### src/rtl/twi_bus_master.sv
module twi_bus_master #(
  parameter int DIV_W = 16
) (
  input  logic             clk,
  input  logic             rst_n,
  input  logic [DIV_W-1:0] quarter_div,
  input  logic             cmd_valid,
  output logic             cmd_ready,
  input  logic [6:0]       cmd_addr,
  input  logic             cmd_read,
  input  logic [7:0]       cmd_wdata,
  input  logic             cmd_last,
  output logic [7:0]       rd_data,
  output logic             busy,
  output logic             done,
  output logic             nack,
  output logic             arb_lost,
  output logic             scl_oe,
  input  logic             scl_in,
  output logic             sda_oe,
  input  logic             sda_in
);

  typedef enum logic [2:0] {S_IDLE, S_WAIT, S_START, S_BIT, S_STOP, S_FIN} st_t;

  st_t             state;
  logic [DIV_W-1:0] cnt;
  logic [DIV_W:0]   cnt_nx;
  logic [1:0]      qph;
  logic [3:0]      bitn;
  logic            second, rd_r, last_r, sda_low;
  logic [7:0]      shreg, wdata_r, rdata_r;
  logic            prev_scl, prev_sda, busy_r, done_r, nack_r, arb_r;
  logic            tick, receiving, mack_slot, owns_bit, drive_low, lose;
  logic            start_det, stop_det;

  assign cnt_nx    = {1'b0, cnt} + 1'b1;
  assign tick      = (state != S_IDLE) && (state != S_WAIT) && (cnt_nx >= {1'b0, quarter_div});
  assign receiving = second && rd_r && (bitn < 4'd8);
  assign mack_slot = second && rd_r && (bitn == 4'd8);
  assign owns_bit  = ((bitn < 4'd8) && !receiving) || mack_slot;
  assign drive_low = ((bitn < 4'd8) && !receiving) ? !shreg[7] : (mack_slot && !last_r);
  assign lose      = (state == S_BIT) && qph[1] && owns_bit && !sda_low && scl_in && !sda_in;

  assign start_det = prev_scl && scl_in && prev_sda && !sda_in;
  assign stop_det  = prev_scl && scl_in && !prev_sda && sda_in;

  assign scl_oe    = ((state == S_BIT) || (state == S_STOP)) && !qph[1];
  assign sda_oe    = sda_low;
  assign cmd_ready = (state == S_IDLE);
  assign busy      = busy_r;
  assign done      = done_r;
  assign nack      = nack_r;
  assign arb_lost  = arb_r;
  assign rd_data   = rdata_r;

  always_ff @(posedge clk or negedge rst_n) begin
    if (!rst_n) begin
      state <= S_IDLE; cnt <= '0; qph <= '0; bitn <= '0; second <= 1'b0;
      rd_r <= 1'b0; last_r <= 1'b0; sda_low <= 1'b0; shreg <= '0; wdata_r <= '0;
      rdata_r <= '0; prev_scl <= 1'b1; prev_sda <= 1'b1; busy_r <= 1'b0;
      done_r <= 1'b0; nack_r <= 1'b0; arb_r <= 1'b0;
    end else begin
      prev_scl <= scl_in;
      prev_sda <= sda_in;
      if (start_det) busy_r <= 1'b1;
      else if (stop_det) busy_r <= 1'b0;

      if (lose) begin
        state <= S_IDLE; arb_r <= 1'b1; sda_low <= 1'b0; cnt <= '0; qph <= '0;
      end else begin
        case (state)
          S_IDLE: if (cmd_valid) begin
            shreg <= {cmd_addr, cmd_read}; rd_r <= cmd_read; last_r <= cmd_last;
            wdata_r <= cmd_wdata; done_r <= 1'b0; nack_r <= 1'b0; arb_r <= 1'b0;
            cnt <= '0; qph <= '0; state <= S_WAIT;
          end
          S_WAIT: if (!busy_r && !start_det) state <= S_START;
          default: if (!tick) cnt <= cnt + 1'b1;
          else begin
            cnt <= '0;
            qph <= qph + 2'd1;
            case (state)
              S_START: begin
                if (qph == 2'd1) sda_low <= 1'b1;
                if (qph == 2'd3) begin state <= S_BIT; bitn <= '0; second <= 1'b0; end
              end
              S_BIT: begin
                if (qph == 2'd0) sda_low <= drive_low;
                if (qph == 2'd3) begin
                  if (bitn < 4'd8) begin
                    shreg <= {shreg[6:0], receiving ? sda_in : 1'b0};
                    if (receiving && bitn == 4'd7) rdata_r <= {shreg[6:0], sda_in};
                    bitn <= bitn + 4'd1;
                  end else if (mack_slot) begin
                    state <= S_STOP;
                  end else if (sda_in) begin
                    nack_r <= 1'b1; state <= S_STOP;
                  end else if (!second) begin
                    second <= 1'b1; bitn <= '0; shreg <= rd_r ? 8'h00 : wdata_r;
                  end else begin
                    state <= S_STOP;
                  end
                end
              end
              S_STOP: begin
                if (qph == 2'd0) sda_low <= 1'b1;
                if (qph == 2'd3) begin state <= S_FIN; sda_low <= 1'b0; end
              end
              S_FIN: if (qph == 2'd3) begin state <= S_IDLE; done_r <= 1'b1; end
              default: state <= S_IDLE;
            endcase
          end
        endcase
      end
    end
  end

  AST_LOSS_RELEASES: assert property (@(posedge clk) disable iff (!rst_n)
    lose |=> (!scl_oe && !sda_oe && arb_lost));
  AST_SDA_MOVES_CLOCK_LOW: assert property (@(posedge clk) disable iff (!rst_n)
    (state == S_BIT && sda_low != $past(sda_low)) |-> (scl_oe && $past(scl_oe)));
  AST_START_ON_FREE_BUS: assert property (@(posedge clk) disable iff (!rst_n)
    (state == S_START && $past(state) == S_WAIT) |-> !$past(busy_r));
  AST_ARB_STICKY: assert property (@(posedge clk) disable iff (!rst_n)
    (arb_lost && !(cmd_valid && cmd_ready)) |=> arb_lost);
  AST_DONE_NOT_LOST: assert property (@(posedge clk) disable iff (!rst_n)
    !(done && arb_lost));

endmodule

### config.mk
export PLATFORM = sky130hd
export DESIGN_NAME = twi_bus_master
export DESIGN_NICKNAME = d
export VERILOG_FILES = /design/src/rtl/twi_bus_master.sv
export SDC_FILE = /design/constraint.sdc
export NUM_CORES = 1
export LEC_CHECK = 0
export BUFFER_PORTS_ARGS = -buffer_cell sky130_fd_sc_hd__buf_2
export CORE_ASPECT_RATIO = 0.75
export CORE_MARGIN = 2
export CORE_UTILIZATION = 50
export CTS_BUF_LIST = sky130_fd_sc_hd__clkbuf_4
export DETAILED_ROUTE_END_ITERATION = 8
export PLACE_DENSITY_LB_ADDON = 0.1
export SLEW_MARGIN = 5
export SYNTH_ARGS = -nofsm -noshare
export SYNTH_HDL_FRONTEND = slang
export SYNTH_SLANG_ARGS = --single-unit
### constraint.sdc
create_clock -name clk -period 4.04 [get_ports clk]
set_clock_uncertainty 0.2 [all_clocks]
set_input_delay 1.01 -clock clk [delete_from_list [all_inputs] [get_ports clk]]
set_output_delay 1.01 -clock clk [all_outputs]
set_load 0.02 [all_outputs]
**Word-level counts from Yosys, hierarchy flattened**

Index checks and enable logic that the tools add are counted.

- $add $sub $neg: 4
- $mul: 0
- Div/mod/pow operators: 0
- Order comparisons: 2
- Equality and inequality tests: 37
- Shift-type cells: 0
- Multiplexer cells: 71
- Bitwise gates (word level): 3
- Reduce and logical (&&, ||, !) cells: 60

Operators with widths:

| operator | number |
|---|---|
| two-way mux 8 bit | 9 |
| two-way mux 16 bit | 3 |
| AND reduction 9 bit | 5 |
| two-way mux 3 bit | 12 |
| case mux 16 bit (2 select lines) | 1 |
| two-way mux 1 bit | 28 |
| two-way mux 4 bit | 6 |
| logical AND 1 bit | 20 |
| nonzero test 2 bit | 10 |
| adder 16 x 1 -> 17 bit (second input constant) | 1 |
| >= comparator 17 x 16 -> 1 bit | 1 |
| adder 16 x 1 -> 16 bit (second input constant) | 1 |
| inequality test 2 bit (second input constant) | 8 |
| case mux 8 bit (2 select lines) | 1 |
| inequality test 3 x 2 -> 1 bit (second input constant) | 5 |
| inequality test 3 bit (second input constant) | 5 |
| case mux 3 bit (4 select lines) | 1 |
| AND reduction 6 bit | 2 |
| inequality test 5 x 3 -> 1 bit (second input constant) | 2 |
| inequality test 5 x 4 -> 1 bit (second input constant) | 2 |
| zero test 1 bit | 9 |
| case mux 4 bit (2 select lines) | 1 |
| nonzero test 4 bit | 2 |
| inequality test 7 x 6 -> 1 bit (second input constant) | 1 |
| 28 further kinds | 41 |

- Bits in registers: 59
- Latch bits: 0
- RAM bits: 0
- ROM bits: 0
- Input port bits: 38
- Logic and storage cells: 194
- Memories kept: 0

**Longest topological paths before layout**

Gate-level depths: netlist of run 1.

- Word-level depth: 11
- Depth in mapped cells: 14
- Mapped depth without buffers: 13

**Worst setup path before layout of run 1**

No wires, ideal clock.

- Path type: register -> register
- Start point: register cnt[0]
- End point: register rdata_r[0] (netlist: rd_data[0])
- Arrival time: 3109 ps
- Required time: 3715 ps
- Setup slack: 606 ps
- Stages on the path, launching flop included: 14
- Buffers on the path: 1
- Clock period less this slack: 3434 ps
- Cells stage by stage: dfrtp_1 -> ha_1 -> nand3_4 -> nor4_1 -> xor2_1 -> ha_1 -> nand3_1 -> nor4_2 -> a221oi_1 -> o2111ai_4 -> nand2_4 -> or3_1 -> buf_6 -> mux2_4

- Longest elaborated chain between the ends: 4

Ends and longest elaborated chain:

| item | RTL line | text |
|---|---|---|
| from (decl) | 27 | `logic [DIV_W-1:0] cnt;` |
| from (signal assigned) | 79 | `default: if (!tick) cnt <= cnt + 1'b1;` |
| adder 16 x 1 -> 17 bit | 37 | `assign cnt_nx = {1'b0, cnt} + 1'b1;` |
| >= comparator 17 x 16 -> 1 bit | 38 | `assign tick = (state != S_IDLE) && (state != S_WAIT) && (cnt_nx >= {1'b0, quarter_div});` |
| logical AND 1 bit | 38 |  |
| AND reduction 7 bit (no line) | n/a |  |
| to (signal assigned) | 93 | `if (receiving && bitn == 4'd7) rdata_r <= {shreg[6:0], sda_in};` |
| to (decl) | 32 | `logic [7:0] shreg, wdata_r, rdata_r;` |

Every way passes these cells.
A chain may end at the register's enable or synchronous reset.

**Worst setup path in the final report of run 1**

- Start point: register cnt[0]
- End point: register rdata_r[2] (netlist: rd_data[2])

Same word-level chain as after synthesis.

==> results of run 1 <==
-- cells in the final DEF (no fill, tap or decap), types with 4 or more instances in the layout --
cell,synthesis,routed
o21ai_0,16,16
nor2_1,27,27
mux2_4,8,8
clkbuf_4,0,9
a32o_1,12,12
nand4_1,8,8
mux2_2,10,10
xnor2_1,6,6
nand3_1,10,10
o221ai_1,8,8
dfrtp_1,57,57
buf_2,3,52
a21oi_1,12,12
a22oi_1,7,7
nor4_1,6,6
nand2_1,29,29
inv_1,37,37
ha_1,22,22
buf_4,0,5
xor2_1,8,8
nand2b_1,4,4
-- layer usage --
metal  track usage  routed length [microns]  vias up
met4        0.0662                       55        0
li1              -                        -     1407
met2         0.291                     3250       83
met3        0.0492                      440        4
met5             0                        0        -
met1         0.364                     4230     1353
-- area by class of cell --
class                      count  area (sq um)  area share
tap                           84           105      0.0258
clock inverter                 7           115      0.0283
clock buffer                   9          67.6      0.0166
inverter                      37           139      0.0341
sequential                    59          1480       0.363
timing repair buffer          57           298      0.0731
multi-input combinational    247          1870       0.459
-- path summary, 6_finish.rpt --
path / to / slack, ps / depth (start not counted)
worst max-delay path: rd_data[2]$_DFFE_PN0P_ / 280 / 14
worst min-delay path: rd_data[6]$_DFFE_PN0P_ / 330 / 1
worst max register to register: rd_data[2]$_DFFE_PN0P_ / 280 / 14
worst min register to register: rd_data[6]$_DFFE_PN0P_ / 330 / 1
max in group asynchronous: qph[0]$_DFFE_PN0P_ / 2320 / 2
min in group asynchronous: wdata_r[4]$_DFFE_PN0P_ / 510 / 1
-- sequential cells by signal (all words and copies together), names as in the netlist, 2 cells and up --
signal / flops
cnt: 16
rd_data: 8
shreg: 8
wdata_r: 8
bitn: 4
state: 3
qph: 2
-- per-stage QoR --
stage | instances | power (uW) | setup slack (ps) | utilization | hold slack, ps
3_5_place_dp | 484 | 980 | 296 | 0.570 | 286
2_1_floorplan | 357 | 892 | 606 | - | 281
6_report | 500 | 1510 | 285 | 0.596 | 325
5_1_grt | 500 | 1600 | 31.7 | 0.596 | 351
4_1_cts | 500 | 1530 | 266 | 0.596 | 326
3_3_place_gp | 484 | 969 | 407 | 0.570 | 289
-- kinds of logic after synthesis --
| group | Yosys count | share of synthesized area |
|---|---|---|
| AND/OR/NAND/NOR | 108 | 0.166 |
| AO/OA/AOI/OAI | 84 | 0.180 |
| buffers and inverters | 51 | 0.0574 |
| XOR/XNOR | 14 | 0.0345 |
| multiplexers | 19 | 0.0683 |
| adder cells (fa/ha/maj) | 22 | 0.0775 |
| flip-flops | 59 | 0.416 |
-- critical path: cells and delay by family, from the launching register on --
kind,cells,cell delay (ps)
AO/OA/AOI/OAI,2,340
flip-flops,1,450
AND/OR/NAND/NOR,7,1400
buffers and inverters,1,200
XOR/XNOR,1,180
multiplexers,1,310
adder cells (fa/ha/maj),2,580
-- power breakdown --
part	switching (uW)	internal (uW)
logic	144	131
clock network	229	312
registers	62.0	631
total	435	1070
==> qor.csv, run 1 <==
metric,value,unit
critical_path.startpoint_type,flop,
hp-start,rd_data[6]$_DFFE_PN0P_,
cts_hold_buffers,0,
hold_violations,0,
antenna_cells,0,
core_area,6830,sq um
synth.most_common_cell,dfrtp_1,
synthesis.area,3550,sq um
worst-slew-pin-transition,884,ps
grt_use_total,0.224,
cts-root-buf,clkbuf_4,
post-route-period-util,0.929,
crit_slowest_cell,dfrtp_1,
drive_above_1_share,0.260,
max-slew-margin-rel,0.411,
setup_tns,0,ps
syn-num-nets,417,
ant_nets,0,
synth_seq_cells,59,
syn_inst,357,
area_growth_syn_to_layout,14.6,%
yosys-top-cells-area,"dfrtp_1 40%, ha_1 7.7%, inv_1 3.9%",
cts_tree,built,
routed_wirelength,7980,microns
synth_seq_area_share,0.416,
setup_viol,0,
firstDrtPassIters,4,
via_per_inst,5.69,
htree_levels,3,
netlist.area_leader.share,0.401,
dp_hpwl,5970,microns
slew_viol_final,0,
grt_pass1_vias,2718,
post_cts_buffers,0,
ys_warn_count,0,
die-area,7800,sq um
fillers,603,
critical_path.startpoint,cnt[0]$_DFFE_PN0P_,
drc,0,
synth-async-reset-ratio,1.00,
critPathMaxFanout,8,
grt_pass1_wl,13700,microns
end_kind,flop,
max_stage_delay,450,ps
die_y,77.0,microns
yosysTopAreaCell,dfrtp_1,
worstPathCellList,"ha_1, nand3_4, nor2_4, nand3_1, xnor2_1, ha_1, nand4_1, nor4_2, a221oi_1, o2111ai_4, nand2_4, or3_1, buf_4, mux2_4",
cts_sinks,59,
cp.arrival,3850,ps
rsz0062_at_grt,no,
finalNetCount,471,
start_util,0.520,
routabilityCongestion,0.917,
die_w,101,microns
required,4140,ps
leakagePower,0.00201,uW
clk_latency,410,ps
drt_iter0_markers,174,
finalCriticalPeriod,3760,ps
clk_path_buf_depth,2,
synth_edf_count,0,
cap_violations,0,
numCtsBuffers,9,
min_path_type,reg -> reg,
synthTopCellsByCount,"57 x dfrtp_1, 37 x inv_1, 29 x nand2_1, 27 x nor2_1, 22 x ha_1",
cp_common_cell,ha_1,
max-vdd-ir-drop,0.215,mV
postCtsResizedCells,0,
grt_overflow,0,
path_class,reg -> reg,
wl_per_cell,16.0,microns
numPortBuffers,52,
rows,26,
power_density,370,nW/um^2
vias,2847,
regToRegStartpoint,cnt[0]$_DFFE_PN0P_,
ioPinCount,53,
place_area,3890,sq um
synthFlopType,dfrtp_1,
synth_cell_types,60,
status,"complete, no violations",
antenna_found_initial,0,
fin_area,4070,sq um
clk_pin_slew,100,ps
grt_start_max_net_pins,42,
postSynthAreaPerCell,9.95,sq um
clock.fmax,266,MHz
No activity file was read; power rests on OpenSTA's default activity.
==> inputs of run 2 (changes only) <==
--- a/config.mk
+++ b/config.mk
@@ -7,7 +7,6 @@
 export LEC_CHECK = 0
 export BUFFER_PORTS_ARGS = -buffer_cell sky130_fd_sc_hd__buf_2
 export CORE_ASPECT_RATIO = 0.75
-export CORE_MARGIN = 2
 export CORE_UTILIZATION = 50
 export CTS_BUF_LIST = sky130_fd_sc_hd__clkbuf_4
 export DETAILED_ROUTE_END_ITERATION = 8
==> constraint.sdc (replaced) <==
create_clock -name clk -period 3.7 [get_ports clk]
set_clock_uncertainty 0.2 [all_clocks]
set_input_delay 0.925 -clock clk [delete_from_list [all_inputs] [get_ports clk]]
set_output_delay 0.925 -clock clk [all_outputs]
set_load 0.02 [all_outputs]
==> run 2 against run 1 <==
- die area fell by 4.5%
- register-to-register slack got worse by 130 ps
- final cell count rose by 3.0%
- clock-buffer cell count did not move
- sequential power rose by 7.5%
- cell area rose by 3.1%
- hold slack got worse by 160 ps
- sequential share of layout area fell by 1.0 points
- combinational power rose by 32%
- wire length rose by 3.0%
==> qor.csv, run 2 (synthesis results as in run 1) <==
metric,value,unit,change
dp_hpwl,6160,microns,was 5970 microns
hold_violations,0,,unchanged
leakagePower,0.00208,uW,was 0.00201 uW
path_buf_inv,1,,unchanged
end_kind,flop,,unchanged
cts_sinks,59,,unchanged
core_area,6830,sq um,unchanged
routabilityCongestion,0.971,,was 0.917
path_class,reg -> reg,,unchanged
grt_pass1_vias,2683,,was 2718
die-area,7450,sq um,was 7800 sq um
clk_path_buf_depth,2,,unchanged
post-route-period-util,0.958,,was 0.929
slew_viol_final,0,,unchanged
max-slew-margin-rel,0.606,,was 0.411
regToRegStartpoint,cnt[0]$_DFFE_PN0P_,,unchanged
top_register,cnt,,unchanged
antenna_cells,0,,unchanged
critPathMaxFanout,8,,unchanged
cts_tree,built,,unchanged
clock.fmax,282,MHz,was 266 MHz
max-vdd-ir-drop,0.211,mV,was 0.215 mV
ioPinCount,53,,unchanged
critical_path.startpoint,cnt[0]$_DFFE_PN0P_,,unchanged
die_y,75.0,microns,was 77.0 microns
setup_viol,0,,unchanged
grt_overflow,0,,unchanged
critPathTopFamily,simple AND/OR/NAND/NOR gates,,unchanged
r2r-end,rd_data[6]$_DFFE_PN0P_,,was rd_data[2]$_DFFE_PN0P_
fillers,578,,was 603
via_per_inst,5.72,,was 5.69
drt_iter0_markers,185,,was 174
grt_start_max_net_pins,29,,was 42
largest_register_ff_count,16,,unchanged
cp.arrival,3650,ps,was 3850 ps
final_common_cell,dfrtp_1,,unchanged
grt_use_total,0.238,,was 0.224
numCtsBuffers,9,,unchanged
vias,2948,,was 2847
antenna_found_initial,0,,unchanged
reg2reg_depth,12,,was 14
worst-slew-pin-transition,589,ps,was 884 ps
dp_cells,496,,was 484
critical_path.startpoint_type,flop,,unchanged
rsz0062_at_grt,yes,,was no
post-route-util,0.615,,was 0.596
grt_pass1_wl,13400,microns,was 13700 microns
drc,0,,unchanged
cap_violations,0,,unchanged
final_cell_mix,"54 x dfrtp_1, 52 x buf_2, 37 x inv_1, 29 x nand2_1, 26 x nor2_1",,"was 57 x dfrtp_1, 52 x buf_2, 37 x inv_1, 29 x nand2_1, 27 x nor2_1"
firstDrtPassIters,6,,was 4
ant_nets,0,,unchanged
min_path_type,in -> async,,was reg -> reg
rrSetupSlack,150,ps,was 280 ps
die_w,99.3,microns,was 101 microns
worstPathCellList,"nand4_1, nor4_1, xor2_1, ha_1, nand3_1, nor4_2, a221oi_2, o2111ai_4, nand2_4, or3_1, buf_4, mux2_4",,"was ha_1, nand3_4, nor2_4, nand3_1, xnor2_1, ha_1, nand4_1, nor4_2, a221oi_1, o2111ai_4, nand2_4, or3_1, buf_4, mux2_4"
wl_per_cell,16.0,microns,about the same
clk_latency,410,ps,about the same
htree_levels,3,,unchanged
rows,26,,unchanged
max_stage_delay,410,ps,was 450 ps
stdcell_count,515,,was 500
cts_hold_buffers,0,,unchanged
clk_pin_slew,120,ps,was 100 ps
pre_cts_slack,-25.7,ps,was 296 ps
routed_wirelength,8220,microns,was 7980 microns
start_util,0.520,,unchanged
crit_slowest_cell,dfrtp_2,,was dfrtp_1
finalNetCount,486,,was 471
cts-root-buf,clkbuf_4,,unchanged
numPortBuffers,52,,unchanged
power_density,391,nW/um^2,was 370 nW/um^2
area_growth_syn_to_layout,18.2,%,was 14.6%
finalCriticalPeriod,3550,ps,was 3760 ps
status,"complete, no violations",,unchanged
required,3810,ps,was 4140 ps
worst_slack,154,ps,was 285 ps
drive_above_1_share,0.304,,was 0.260
-- run 2: stage by stage --
step	power (uW)	hold slack (ps)	TNS [ps]	cell area (sq um)
CTS	1640	156	0	4160
global route	1730	160	-27.1	4200
finish	1640	170	0	4200
detailed placement	1100	286	-174	3980
floorplan	974	281	0	3550
global placement	1090	284	0	3980
-- run 2: worst max path at each step --
stage	end	slack, ps	cells after the start
after floorplan	rd_data[0]$_DFFE_PN0P_	270	13
after global placement	sda_oe$_DFFE_PN0P_	140	13
after detailed placement	rd_data[0]$_DFFE_PN0P_	-30	13
after CTS	sda_oe$_DFFE_PN0P_	10	13
after global routing	rd_data[6]$_DFFE_PN0P_	-20	12
final	rd_data[6]$_DFFE_PN0P_	150	12
-- run 2: worst reg2reg max path, cell delays in order (launching register included) --
cell,delay (ps)
dfrtp_2,410
nand4_1,250
nor4_1,400
xor2_1,150
ha_1,340
nand3_1,120
nor4_2,310
a221oi_2,120
o2111ai_4,140
nand2_4,90
or3_1,390
buf_4,200
mux2_4,310
-- run 2: power by group --
group / switching (uW) / leakage [uW] / internal [uW] / total (uW)
combinational: 189 / 0.00128 / 174 / 363
sequential: 53.1 / 0.000723 / 692 / 745
clock: 261 / 0.0000788 / 276 / 538
total: 503 / 0.00208 / 1140 / 1640
-- run 2: area by class of cell --
class                   instances  area, sq um  area share
clock inverters                 7          100      0.0238
clock buffers                   9         67.6      0.0161
inverters                      37          139      0.0331
well taps                      84          105      0.0250
repair buffers                 72          410      0.0977
flip-flops and latches         59         1480       0.353
multi-input cells             247         1900       0.451
-- run 2: routing by layer --
metal / up-vias / track usage / share of wire
met1: 1392 / 0.353 / 0.50
met4: 0 / 0.0605 / 0.0094
met2: 108 / 0.348 / 0.43
met3: 7 / 0.0604 / 0.066
li1: 1441 / - / -
met5: - / 0 / 0
-- run 2: repair_timing --
item,in CTS,in global routing
pin swaps,0,7
endpoints found under the setup margin,9,38
resized for setup,1,7
buffers inserted,0,3
